===== src/rtl/revFifoPkg.sv =====
`timescale 1ns/1ps
package revFifoPkg;
  // strobes the control hands to the datapath each cycle
  typedef struct packed {
    logic push;
    logic pop;
  } fifoStrobe_t;
endpackage


===== src/rtl/revFifoStore.sv =====
`timescale 1ns/1ps
module revFifoStore
  import revFifoPkg::*;
#(
  parameter int DEPTH = 16,
  parameter int DW    = 8,
  localparam int AW   = $clog2(DEPTH),
  localparam int CW   = AW + 1
) (
  input  logic          clk,
  input  logic          rstN,
  input  fifoStrobe_t   strobe,
  input  logic [DW-1:0] wrData,
  output logic [DW-1:0] rdData,
  output logic [CW-1:0] count
);
  logic [DW-1:0] mem [DEPTH];
  logic [AW-1:0] wrPtr, rdPtr;

  function automatic logic [AW-1:0] bump(input logic [AW-1:0] p);
    return (p == AW'(DEPTH - 1)) ? '0 : p + AW'(1);
  endfunction

  always_ff @(posedge clk) begin
    if (strobe.push) mem[wrPtr] <= wrData;
  end

  always_ff @(posedge clk) begin
    if (!rstN) begin
      wrPtr  <= '0;
      rdPtr  <= '0;
      rdData <= '0;
    end else begin
      if (strobe.push) wrPtr <= bump(wrPtr);
      if (strobe.pop) begin
        rdPtr  <= bump(rdPtr);
        rdData <= mem[rdPtr];
      end
    end
  end

  always_ff @(posedge clk) begin
    if (!rstN) count <= '0;
    else begin
      unique case ({strobe.push, strobe.pop})
        2'b10:   count <= count + CW'(1);
        2'b01:   count <= count - CW'(1);
        default: count <= count;
      endcase
    end
  end

  p_count_bound_r2: assert property (@(posedge clk) disable iff (!rstN)
    count <= CW'(DEPTH));
  p_push_count_r2: assert property (@(posedge clk) disable iff (!rstN)
    (strobe.push && !strobe.pop) |=> count == CW'($past(count) + CW'(1)));
  p_pop_count_r3: assert property (@(posedge clk) disable iff (!rstN)
    (strobe.pop && !strobe.push) |=> count == CW'($past(count) - CW'(1)));
  p_hold_data_r3: assert property (@(posedge clk) disable iff (!rstN)
    !strobe.pop |=> $stable(rdData));
endmodule


===== src/rtl/revFifoCtrl.sv =====
`timescale 1ns/1ps
module revFifoCtrl
  import revFifoPkg::*;
#(
  parameter int DEPTH = 16,
  parameter int THR_W = 4,
  localparam int CW   = $clog2(DEPTH) + 1
) (
  input  logic             clk,
  input  logic             rstN,
  input  logic [CW-1:0]    count,
  input  logic             periphWr,
  input  logic             hostRd,
  input  logic             dmaEn,
  input  logic             dmaAck,
  input  logic             termCnt,
  input  logic             svcWe,
  input  logic             svcWd,
  input  logic [THR_W-1:0] thr,
  output fifoStrobe_t      strobe,
  output logic             dmaReq,
  output logic             intrOut,
  output logic             svcBit
);
  logic ackQ, tcFlag, tcHit, nonEmpty, full, thrHit;
  logic [THR_W-1:0] thrEff;
  logic [CW-1:0] needCnt;

  assign nonEmpty    = (count != '0);
  assign full        = (count == CW'(DEPTH));
  assign strobe.push = periphWr & ~full;
  assign strobe.pop  = hostRd & nonEmpty;

  // terminal count on an acknowledge edge, or on a read while acknowledge is held
  assign tcHit = dmaEn & termCnt & dmaAck & (~ackQ | hostRd);

  // code 0 stands for 16, which behaves as 15
  assign thrEff  = (thr == '0) ? THR_W'(DEPTH - 1) : thr;
  assign needCnt = CW'(DEPTH) - CW'(thrEff);
  assign thrHit  = ~dmaEn & ~svcBit & (count >= needCnt);

  always_ff @(posedge clk) begin
    if (!rstN) begin
      ackQ   <= 1'b0;
      svcBit <= 1'b0;
      tcFlag <= 1'b0;
    end else begin
      ackQ <= dmaAck;
      if (tcHit) begin
        svcBit <= 1'b1;
        tcFlag <= 1'b1;
      end else if (svcWe) begin
        svcBit <= svcWd;
        if (!svcWd) tcFlag <= 1'b0;
      end
    end
  end

  assign dmaReq  = dmaEn & ~svcBit & nonEmpty;
  assign intrOut = tcFlag | thrHit;

  p_tc_drop_r5: assert property (@(posedge clk) disable iff (!rstN)
    (dmaEn && termCnt && dmaAck && hostRd) |=> (svcBit && !dmaReq));
  p_tc_intr_r10: assert property (@(posedge clk) disable iff (!rstN)
    (dmaEn && termCnt && dmaAck && hostRd) |=> intrOut);
  p_svc_quiet_r9: assert property (@(posedge clk) disable iff (!rstN)
    (svcBit && !tcFlag) |-> !intrOut);
endmodule


===== src/rtl/revFifoService.sv =====
`timescale 1ns/1ps
module revFifoService
  import revFifoPkg::*;
#(
  parameter int DEPTH = 16,
  parameter int DW    = 8,
  parameter int THR_W = 4,
  localparam int CW   = $clog2(DEPTH) + 1
) (
  input  logic             clk,
  input  logic             rstN,
  input  logic             periphWr,
  input  logic [DW-1:0]    periphData,
  input  logic             hostRd,
  output logic [DW-1:0]    hostData,
  input  logic             dmaEn,
  input  logic             dmaAck,
  input  logic             termCnt,
  input  logic             svcWe,
  input  logic             svcWd,
  input  logic [THR_W-1:0] thr,
  output logic             dmaReq,
  output logic             intrOut,
  output logic             svcBit,
  output logic [CW-1:0]    fillLevel
);
  fifoStrobe_t strobe;

  revFifoCtrl #(.DEPTH(DEPTH), .THR_W(THR_W)) uCtrl (
    .clk(clk), .rstN(rstN), .count(fillLevel), .periphWr(periphWr),
    .hostRd(hostRd), .dmaEn(dmaEn), .dmaAck(dmaAck), .termCnt(termCnt),
    .svcWe(svcWe), .svcWd(svcWd), .thr(thr), .strobe(strobe),
    .dmaReq(dmaReq), .intrOut(intrOut), .svcBit(svcBit)
  );

  revFifoStore #(.DEPTH(DEPTH), .DW(DW)) uStore (
    .clk(clk), .rstN(rstN), .strobe(strobe), .wrData(periphData),
    .rdData(hostData), .count(fillLevel)
  );
endmodule


===== config.mk =====
export PLATFORM = sky130hd
export DESIGN_NAME = revFifoService
export DESIGN_NICKNAME = d
export VERILOG_FILES = /design/src/rtl/revFifoPkg.sv /design/src/rtl/revFifoStore.sv /design/src/rtl/revFifoCtrl.sv /design/src/rtl/revFifoService.sv
export SDC_FILE = /design/constraint.sdc
export NUM_CORES = 1
export LEC_CHECK = 0
export ABC_AREA = 1
export CAP_MARGIN = 10
export CORE_ASPECT_RATIO = 0.6
export CORE_MARGIN = 3
export CORE_UTILIZATION = 50
export DETAILED_ROUTE_END_ITERATION = 16
export PLACE_DENSITY_LB_ADDON = 0.25
export SLEW_MARGIN = 20
export SYNTH_ARGS = -nofsm -noshare
export SYNTH_HDL_FRONTEND = slang
export SYNTH_SLANG_ARGS = --single-unit

===== constraint.sdc =====
create_clock -name clk -period 2.1 [get_ports clk]
set_clock_uncertainty 0.1 [all_clocks]
set_input_delay 0.21 -clock clk [delete_from_list [all_inputs] [get_ports clk]]
set_output_delay 0.21 -clock clk [all_outputs]
set_load 0.01 [all_outputs]

## After elaboration in Yosys (flattened, before gate mapping)

Memory sizes are Yosys's and may differ from the RTL's. A register that Yosys moved wholly into a read port is not among the register bits.
Cells that the tools add are included.

- Latch bits: 0
- Output and inout bits: 16
- Memories kept: 1
- Bits in writable memories: 128
- Bits in read-only memories: 0
- Flip-flop bits (word level): 16
- Input port bits: 21

Memory list:

| memory | words | width | read ports | clocked after Yosys merged registers in | wr ports | RTL line | source |
|---|---|---|---|---|---|---|---|
| uStore.mem | 16 | 8 | 1 | 1 | 1 | revFifoStore.sv:17 | `logic [DW-1:0] mem [DEPTH];` |

- Equality and inequality tests: 6
- Divide/modulo/power cells: 0
- Reduce and logical (&&, ||, !) cells: 6
- Shift operators: 0
- Multiply operators: 0
- $add $sub $neg: 5
- Bitwise operators: 15
- Multiplexer cells: 11
- Order comparisons: 1

Operator list:

| operator | count |
|---|---|
| 4-bit two-way mux | 3 |
| 5-bit one-hot mux with 2 select lines | 1 |
| 1-bit AND | 9 |
| 4-bit by 1-bit adder with 4-bit output, second input constant | 2 |
| 4-bit equality test, second input constant | 2 |
| 1-bit two-way mux | 7 |
| 5-bit by 1-bit adder with 5-bit output, second input constant | 1 |
| 5-bit equality test, second input constant | 1 |
| 5-bit greater-or-equal comparator | 1 |
| 5-bit nonzero test | 1 |
| 5-bit by 1-bit subtractor with 5-bit output, second input constant | 1 |
| 5-bit by 4-bit subtractor with 5-bit output, first input constant | 1 |
| 4-bit zero test | 1 |
| 1-bit NOT | 4 |
| 2-bit nonzero test | 2 |
| 2-bit by 1-bit equality test with 1-bit output, second input constant | 1 |
| 2-bit equality test, second input constant | 1 |
| 2-bit by 1-bit != test with 1-bit output, second input constant | 1 |
| 1-bit bitwise OR | 2 |
| 2-bit AND reduction | 1 |
| 1-bit zero test | 1 |

## Depth between registers and ports, before layout

Gate-level depths: netlist of run 1.

- Depth after elaboration: 6
- Mapped depth: 14
- Mapped depth without buffers: 14

## By module

From an unflattened synthesis of run 1, not the netlist that was laid out.

- Cells, all modules: 630
- Area, all modules: 6577.6 µm²

By module, submodules not included:

| module | times used | cells an instance | area an instance (µm²) |
|---|---|---|---|
| revFifoStore | 1 | 563 | 6185.9 |
| revFifoCtrl | 1 | 67 | 391.6 |

## Worst setup path after synthesis of run 1

OpenSTA, ideal clock, no wires.

- Path kind: register to register
- From: register uStore.count[1]
- To: register uStore.count[4]
- Setup slack: -165 ps
- Buffers on the path: 1
- Data required time: 1887 ps
- Cell stages (with the launch flop): 14
- Arrival: 2052 ps
- Cells stage by stage: dfxtp_1 -> nor2_1 -> nand3_1 -> nand2_1 -> inv_1 -> buf_2 -> ha_1 -> fa_1 -> nand3_1 -> nand3_1 -> nand2_1 -> nand3_1 -> nor2_1 -> nor2_1

RTL lines:

| element | RTL line | source |
|---|---|---|
| start: declaration | revFifoStore.sv:15 | `output logic [CW-1:0] count` |
| start signal: assignment | revFifoStore.sv:46 | `2'b10: count <= count + CW'(1);` |
| start signal: assignment | revFifoStore.sv:47 | `2'b01: count <= count - CW'(1);` |
| start signal: assignment | revFifoStore.sv:48 | `default: count <= count;` |

## Worst setup path after layout of run 1

- From: input port thr[1]
- To: output port intrOut

- Cells in the longest elaborated chain, start to end: 6

RTL lines:

| element | RTL line | source |
|---|---|---|
| start: declaration | revFifoService.sv:21 | `input logic [THR_W-1:0] thr,` |
| 4-bit zero test | revFifoCtrl.sv:38 | `assign thrEff = (thr == '0) ? THR_W'(DEPTH - 1) : thr;` |
| 4-bit two-way mux (*) | revFifoCtrl.sv:38 |  |
| 5-bit by 4-bit subtractor with 5-bit output (*) | revFifoCtrl.sv:39 | `assign needCnt = CW'(DEPTH) - CW'(thrEff);` |
| 5-bit greater-or-equal comparator (*) | revFifoCtrl.sv:40 | `assign thrHit = ~dmaEn & ~svcBit & (count >= needCnt);` |
| 1-bit AND (*) | revFifoCtrl.sv:40 |  |
| 1-bit bitwise OR (*) | revFifoCtrl.sv:60 | `assign intrOut = tcFlag \| thrHit;` |
| end: declaration | revFifoService.sv:23 | `output logic intrOut,` |

Every way passes the cells marked *; elsewhere a longest branch is shown, timed or not.

==> impl_metrics.json, run 1 <==
{
  "leakage_nw": 3.564,
  "drt_wl_total_microns": 17500,
  "first_pass_iters": 5,
  "end_of_the_worst_hold_path": "uCtrl.ackQ",
  "routedWlPerCell_microns": 18.11,
  "area_growth_pct": 24.46,
  "cellPowerDensity_nw_per_um2": 1104,
  "grt_util_met3_pct": 7.457,
  "final-max-slew-violation-count": 0,
  "cp_slowest_stage_delay_ns": 0.36,
  "hold_violations": 0,
  "ir_worst_vdd_uv": 631.4,
  "timing.critical_path.cells": "buf_8, inv_4, ha_4, nand3_4, nand2_4, nor2_4, nand4_1, ha_1, buf_4, a21oi_2, o21a_1, nand3_1, nand2_1, nand2_1, buf_2",
  "ios": 37,
  "tightestPinTransition_ns": 0.7454,
  "antenna_violating_nets_post_route": 0,
  "detailed_place_hpwl_microns": 11420,
  "post_drt_via_cell_ratio": 5.373,
  "detailedPlace.worstSlack_ns": -1.127,
  "worst_setup_path_type": "input pin to primary output",
  "sequential_to_total_area_share_from_yosys_stat_pct": 63.85,
  "worst_slew_margin_rel_pct": 50.15,
  "groute.layer.met2.usage_pct": 35.14,
  "fp.dieArea_sq_um": 15020,
  "later_pin_clock_latency_in_the_skew_report_ns": 0.42,
  "maximum_number_of_pins_on_one_net_before_global_route_repair": 35,
  "std_cell_rows": 32,
  "hold_path_startpoint": "dmaAck",
  "busiest_layer_in_global_routing": "met2",
  "start_util_pct": 51.89,
  "violations": "setup timing",
  "vias": 5190,
  "synth_fp_nets": 735,
  "cts.htree.levels": 4,
  "gr-usage-all-layers_pct": 23.68,
  "grt-ovfl-total": 0,
  "core_outline_area_sq_um": 13050,
  "crit-reg2reg-launch": "uStore.count[2]",
  "final_cell_count_no_fill": 966,
  "worst-endpoint-required_ns": 1.79,
  "timing.critical_path.arrival_ns": 2.05,
  "gp_congestion": 0.8744,
  "floorplan.die.height_microns": 96.15,
  "die_w_microns": 156.3,
  "placed_cells": 931,
  "antenna_found_initial": 0,
  "groute.layer.met1.usage_pct": 33.62,
  "critPathMostFrequentCell": "nand2_1",
  "maxCapViolCount": 0,
  "drt_iter0_drc": 628,
  "period_needed_ns": 2.357,
  "n_antenna_cell": 0,
  "layout_setup_ws_ns": -0.2574,
  "ys.warnings.count": 0,
  "timing.reg2reg.worst_path_depth": 13,
  "synth.lib_cells_used.distinct": 24,
  "cp-start-kind": "input pin",
  "hold_depth": 3,
  "grt_pass1_wl_microns": 26250,
  "drive_above_1_share_pct": 15.95,
  "max_fo_critical_path": 2,
  "grt_pass1_vias": 4971,
  "cts-buffers-inserted": 17,
  "clock.fmax_mhz": 424.2,
  "port_buffers": 36,
  "r2r_slack_ns": 0.10,
  "finish.net_count": 820,
  "setup_viol_count_final": 1,
  "cts_max_path_buffers": 2,
  "grt_setup_unrepaired": "true",
  "cp_slowest_cell": "ha_1",
  "holdCritPathClass": "input pin to flip-flop",
  "syn_inst": 698,
  "clock_tree_from_tritoncts": "done",
  "cts_num_sinks": 152,
  "status": "finished, violations left",
  "yosys_register_bits": 152,
  "synthesis.area_per_instance_sq_um": 9.703,
  "timing.rr.end": "uStore.count[4]",
  "post_synth_instance_area_sq_um": 6773,
  "drcViolationCount": 0,
  "clk_root_buffer_cell": "clkbuf_16",
  "clock_transition_time_at_the_flip_flop_clock_pins_of_the_worst_setup_and_hold_paths_ns": 0.06,
  "layout_worst_path_cycle_share_pct": 112.3,
  "timing.critical_path.to_type": "primary output"
}
## placed cells by master (no fill, tap or decap), drive strengths merged
cell,Yosys,final
a21oi,27,27
buf,21,59
bufinv,0,1
clkbuf,5,17
clkdlybuf4s15,0,1
clkdlybuf4s50,0,30
clkinv,3,5
clkinvlp,0,5
dfxtp,24,24
dlygate4sd2,0,1
dlymetal6s2s,0,1
edfxtp,128,128
fa,1,1
ha,15,15
inv,108,115
nand2,195,195
nand3,104,104
nand3b,1,1
nand4,3,3
nor2,38,38
nor3,3,3
o2111ai,1,1
o211ai,1,1
o21a,1,1
o21ai,16,16
or3,1,1
xor2,2,2
## routing by layer
layer	part of all wire [%]	vias up	wire (microns)
met1	44	2494	7714
met3	10	28	1745
met4	1.3	0	236
met5	0	-	0
li1	-	2463	-
met2	45	205	7803
## logic make-up after synthesis
group | synth area share [%]
AO/OA/AOI/OAI | 3.529
buffers and inverters | 7.999
AND/OR/NAND/NOR | 21.30
flip-flops | 63.85
adder cells (fa/ha/maj) | 3.067
XOR/XNOR | 0.2587
## worst max-delay path, delay by kind of cell
kind | cells | cell delay [ns]
AO/OA/AOI/OAI | 2 | 0.28
adder cells (fa/ha/maj) | 2 | 0.51
buffers and inverters | 4 | 0.40
AND/OR/NAND/NOR | 7 | 0.65
## metrics by stage
stage,utilization (%),hold WS (ns),TNS (ns),instance area [sq um],power [mW]
after floorplan,-,0.2035,-0.0004607,6787,5.097
after global placement,58.68,0.3546,-1.001,7659,6.078
after detailed placement,58.68,0.3666,-1.333,7659,6.178
after CTS,63.64,0.2381,-0.2128,8307,9.157
after global routing,64.58,0.2761,-0.3716,8429,9.779
final,64.58,0.2468,-0.2574,8429,9.307
## sequential cells by signal, indices dropped and copies added (netlist names)
signal	count
uCtrl.ackQ	1
uStore.rdPtr	4
uCtrl.tcFlag	1
uCtrl.svcBit	1
uStore.rdData	8
uStore.count	5
uStore.wrPtr	4
uStore.mem	128
## worst max-delay path by stage
| stage | to | from | depth (start not counted) | slack, ns |
|---|---|---|---|---|
| finish | intrOut | thr[1] | 15 | -0.26 |
| global route | intrOut | thr[1] | 15 | -0.35 |
| CTS | intrOut | thr[1] | 14 | -0.19 |
| detailed placement | intrOut | thr[0] | 14 | -1.13 |
| global placement | intrOut | thr[0] | 16 | -0.95 |
| floorplan | uStore.count[3] | uStore.count[3] | 13 | -0.0005 |
## what timing repair did
action	CTS	global route
setup endpoints to repair	5	12
setup buffers	2	1
gates cloned	0	0
pin swaps	10	16
hold endpoints to repair	0	0
hold buffers	0	0
resized for setup	36	25
## synth_stat cells (all sizes together)
cell,n,share of area [%]
dfxtp,24,7.1
buf,21,1.6
nand3,104,7.7
xor2,2,0.26
nand2,195,11
o21a,1,0.11
o2111ai,1,0.13
nand3b,1,0.11
or3,1,0.092
clkbuf,5,0.28
inv,108,6.0
ha,15,2.8
fa,1,0.30
o211ai,1,0.11
edfxtp,128,57
clkinv,3,0.17
a21oi,27,2.0
nor3,3,0.22
nand4,3,0.28
o21ai,16,1.2
nor2,38,2.1
## area by class of cell
class | count | area, sq um
Clock inverter | 15 | 143.9
Inverter | 111 | 421.7
Sequential cell | 152 | 4337
Timing Repair Buffer | 92 | 808.3
Fill cell | 985 | 4623
Multi-Input combinational cell | 409 | 2081
Tap cell | 170 | 212.7
Clock buffer | 17 | 425.4
## where the power goes
group          total [mW]  switching (mW)  internal (mW)  leakage [nW]
logic                2.79            1.71           1.08          1.94
registers            3.60           0.135           3.46          1.36
clock network        2.92            1.26           1.66         0.267
total                9.31            3.11           6.20          3.56
Power figures use the tool's default switching activity.
==> inputs of run 2 (changes only) <==
- CORE_UTILIZATION: 50 -> 40
==> run 2 against run 1 <==
The run still ends with setup timing left; via count up 0.42%; final cell count rose by 6.3%; total power grew 3.0%; register-to-register slack worse by 0.03 ns; first-iteration DRC count down 18%; sequential power is essentially flat; die area increased by 24%; global-route usage decreased by 3.7 points; utilization is 12 points lower; setup slack improved by 0.12 ns; largest cell class unchanged.
==> impl_metrics.json, run 2 (synthesized netlist as in run 1, its figures left out) <==
{
  "swShare_pct": 32.46,
  "detailed_place_hpwl_microns": 12160,
  "final_core_utilization_pct": 52.75,
  "r2r_slack_ns": 0.07,
  "worst_setup_path_type": "input pin to primary output",
  "drt_iter0_drc": 516,
  "core_outline_area_sq_um": 16400,
  "gr-usage-all-layers_pct": 19.99,
  "clk_root_buffer_cell": "clkbuf_16",
  "n_antenna_cell": 0,
  "timing.critical_path.arrival_ns": 1.93,
  "timing.critical_path.cells": "buf_6, inv_4, ha_4, nand3_4, nand2_4, buf_6, o21ai_4, nand2_4, ha_4, nand2_1, or3_1, nand3_1, nand2_1, nand2_1, buf_2",
  "registers.top_by_ff_count": "uStore.mem",
  "worst_slew_margin_rel_pct": 49.81,
  "total_power_mw": 9.584,
  "max_fo_critical_path": 2,
  "grt_pass1_vias": 4917,
  "antenna_found_initial": 0,
  "later_pin_clock_latency_in_the_skew_report_ns": 0.42,
  "drt_wl_total_microns": 18460,
  "final-max-slew-violation-count": 0,
  "drive_above_1_share_pct": 17.27,
  "grt-ovfl-total": 0,
  "status": "finished, violations left",
  "cts_max_path_buffers": 2,
  "maxCapViolCount": 0,
  "comb_pwr_share_pct": 29.7,
  "p_sw_mw": 3.111,
  "setup_viol_count_final": 1,
  "crit-reg2reg-launch": "uStore.count[2]",
  "end_of_the_worst_hold_path": "uCtrl.ackQ",
  "cp_slowest_stage_delay_ns": 0.34,
  "maximum_number_of_pins_on_one_net_before_global_route_repair": 48,
  "timing.critical_path.to_type": "primary output",
  "final.fill_count": 1432,
  "critPathMostFrequentCell": "nand2_1",
  "antenna_violating_nets_post_route": 0,
  "die_w_microns": 174.0,
  "hold_path_startpoint": "dmaAck",
  "worst-endpoint-required_ns": 1.79,
  "cts.htree.levels": 4,
  "floorplan.die.height_microns": 106.8,
  "ir_worst_vdd_uv": 645.4,
  "grt_pass1_wl_microns": 28250,
  "std_cell_rows": 36,
  "hold_ws_ns": 0.2483,
  "hold_violations": 0,
  "routedWlPerCell_microns": 17.98,
  "power.clock.fraction_pct": 32.6,
  "cts-buffers-inserted": 17,
  "vias": 5212,
  "cp-start-kind": "input pin",
  "cellPowerDensity_nw_per_um2": 1108,
  "holdCritPathClass": "input pin to flip-flop",
  "combined_area_of_the_multi_input_logic_cells_sq_um": 2147,
  "layout_setup_ws_ns": -0.1365,
  "leakage_nw": 3.611,
  "port_buffers": 36,
  "clock_transition_time_at_the_flip_flop_clock_pins_of_the_worst_setup_and_hold_paths_ns": 0.06,
  "violations": "setup timing",
  "ios": 37,
  "power.share.sequential_pct": 37.7,
  "setup.worst_path.start": "thr[0]",
  "reg.largest.list": "uStore.mem: 128 flops, uStore.rdData: 8 flops, uStore.count: 5 flops",
  "sequential_cell_area_sq_um": 4337,
  "start_util_pct": 41.31,
  "flip_flop_count_of_the_largest_register_after_layout": 128,
  "cp_slowest_cell": "or3_1",
  "post_drt_via_cell_ratio": 5.075,
  "area_growth_pct": 27.71,
  "grt_setup_unrepaired": "true",
  "layout_worst_path_cycle_share_pct": 106.5,
  "layout.cells.most_common_list": "nand2_1, edfxtp_1, inv_1",
  "gp_congestion": 0.8712,
  "clock.fmax_mhz": 447.1,
  "timing.rr.end": "uStore.count[4]",
  "hold_depth": 3,
  "cts_num_sinks": 152,
  "clock_tree_from_tritoncts": "done",
  "period_needed_ns": 2.237,
  "tightestPinTransition_ns": 0.7504,
  "finish.net_count": 823,
  "internal-power_mw": 6.473,
  "drcViolationCount": 0,
  "postCtsHoldBufs": 0,
  "first_pass_iters": 7,
  "timing.reg2reg.worst_path_depth": 13,
  "fp.dieArea_sq_um": 18580,
  "mostFrequentLayoutCell": "nand2_1"
}
## run 2: worst max-delay path by stage
| stage | endpoint | slack (ns) | cells past startpoint |
|---|---|---|---|
| finish | intrOut | -0.14 | 15 |
| detailed placement | intrOut | -1.09 | 16 |
| global placement | intrOut | -0.97 | 16 |
| global route | intrOut | -0.23 | 16 |
| CTS | intrOut | -0.12 | 16 |
| floorplan | uStore.count[3] | -0.0005 | 13 |
## run 2: worst max-delay path: cells and delay by family
kind                       cells  cell delay [ns]
and+or+nand+nor                8             0.77
adders and majority gates      2             0.43
buffers and inverters          4             0.35
AOI/OAI and AO/OA              1             0.16
## run 2: layer usage
layer | track usage, % | up-vias | part of all wire (%)
met3 | 4.459 | 20 | 7.7
met5 | 0 | - | 0
li1 | - | 2466 | -
met1 | 30.16 | 2533 | 47
met4 | 5.447 | 0 | 0.99
met2 | 29.03 | 193 | 44
## run 2: timing repair
item                                    in CTS  in global routing
gates resized for setup                     37                 43
pin swaps                                   13                 21
buffers inserted                             5                  3
endpoints found under the setup margin       4                 18
## run 2: cell type report
type	count	share of cell area, %
clock buffers	20	5.396
flip-flops and latches	152	50.14
well taps	228	3.298
clock inverters	12	1.635
multi-input cells	409	24.82
inverters	111	4.904
repair buffers	95	9.808
## run 2: power groups by stage
stage | Sequential, mW | Combinational (mW) | Clock (mW)
4_1_cts | 3.59 | 2.56 | 3.15
3_5_place_dp | 3.65 | 2.49 | 0
2_1_floorplan | 3.66 | 1.44 | 0
5_1_grt | 3.63 | 3.14 | 3.28
3_3_place_gp | 3.64 | 2.42 | 0
6_report | 3.61 | 2.85 | 3.12
## run 2: metrics by stage
stage,instances,cell area [sq um],TNS [ns],setup WS [ns]
3_5_place_dp,987,7716,-1.280,-1.091
5_1_grt,1027,8650,-0.2775,-0.2328
3_3_place_gp,987,7716,-1.034,-0.9668
2_1_floorplan,698,6787,-0.0004607,-0.0004607
6_report,1027,8650,-0.1365,-0.1365
4_1_cts,1024,8431,-0.1961,-0.1151
==> inputs of run 3 (changes only) <==
- CTS_CLUSTER_SIZE: default -> 25
==> results of run 3 <==
No change in the layout: final DEF, timing and power equal those of run 2.
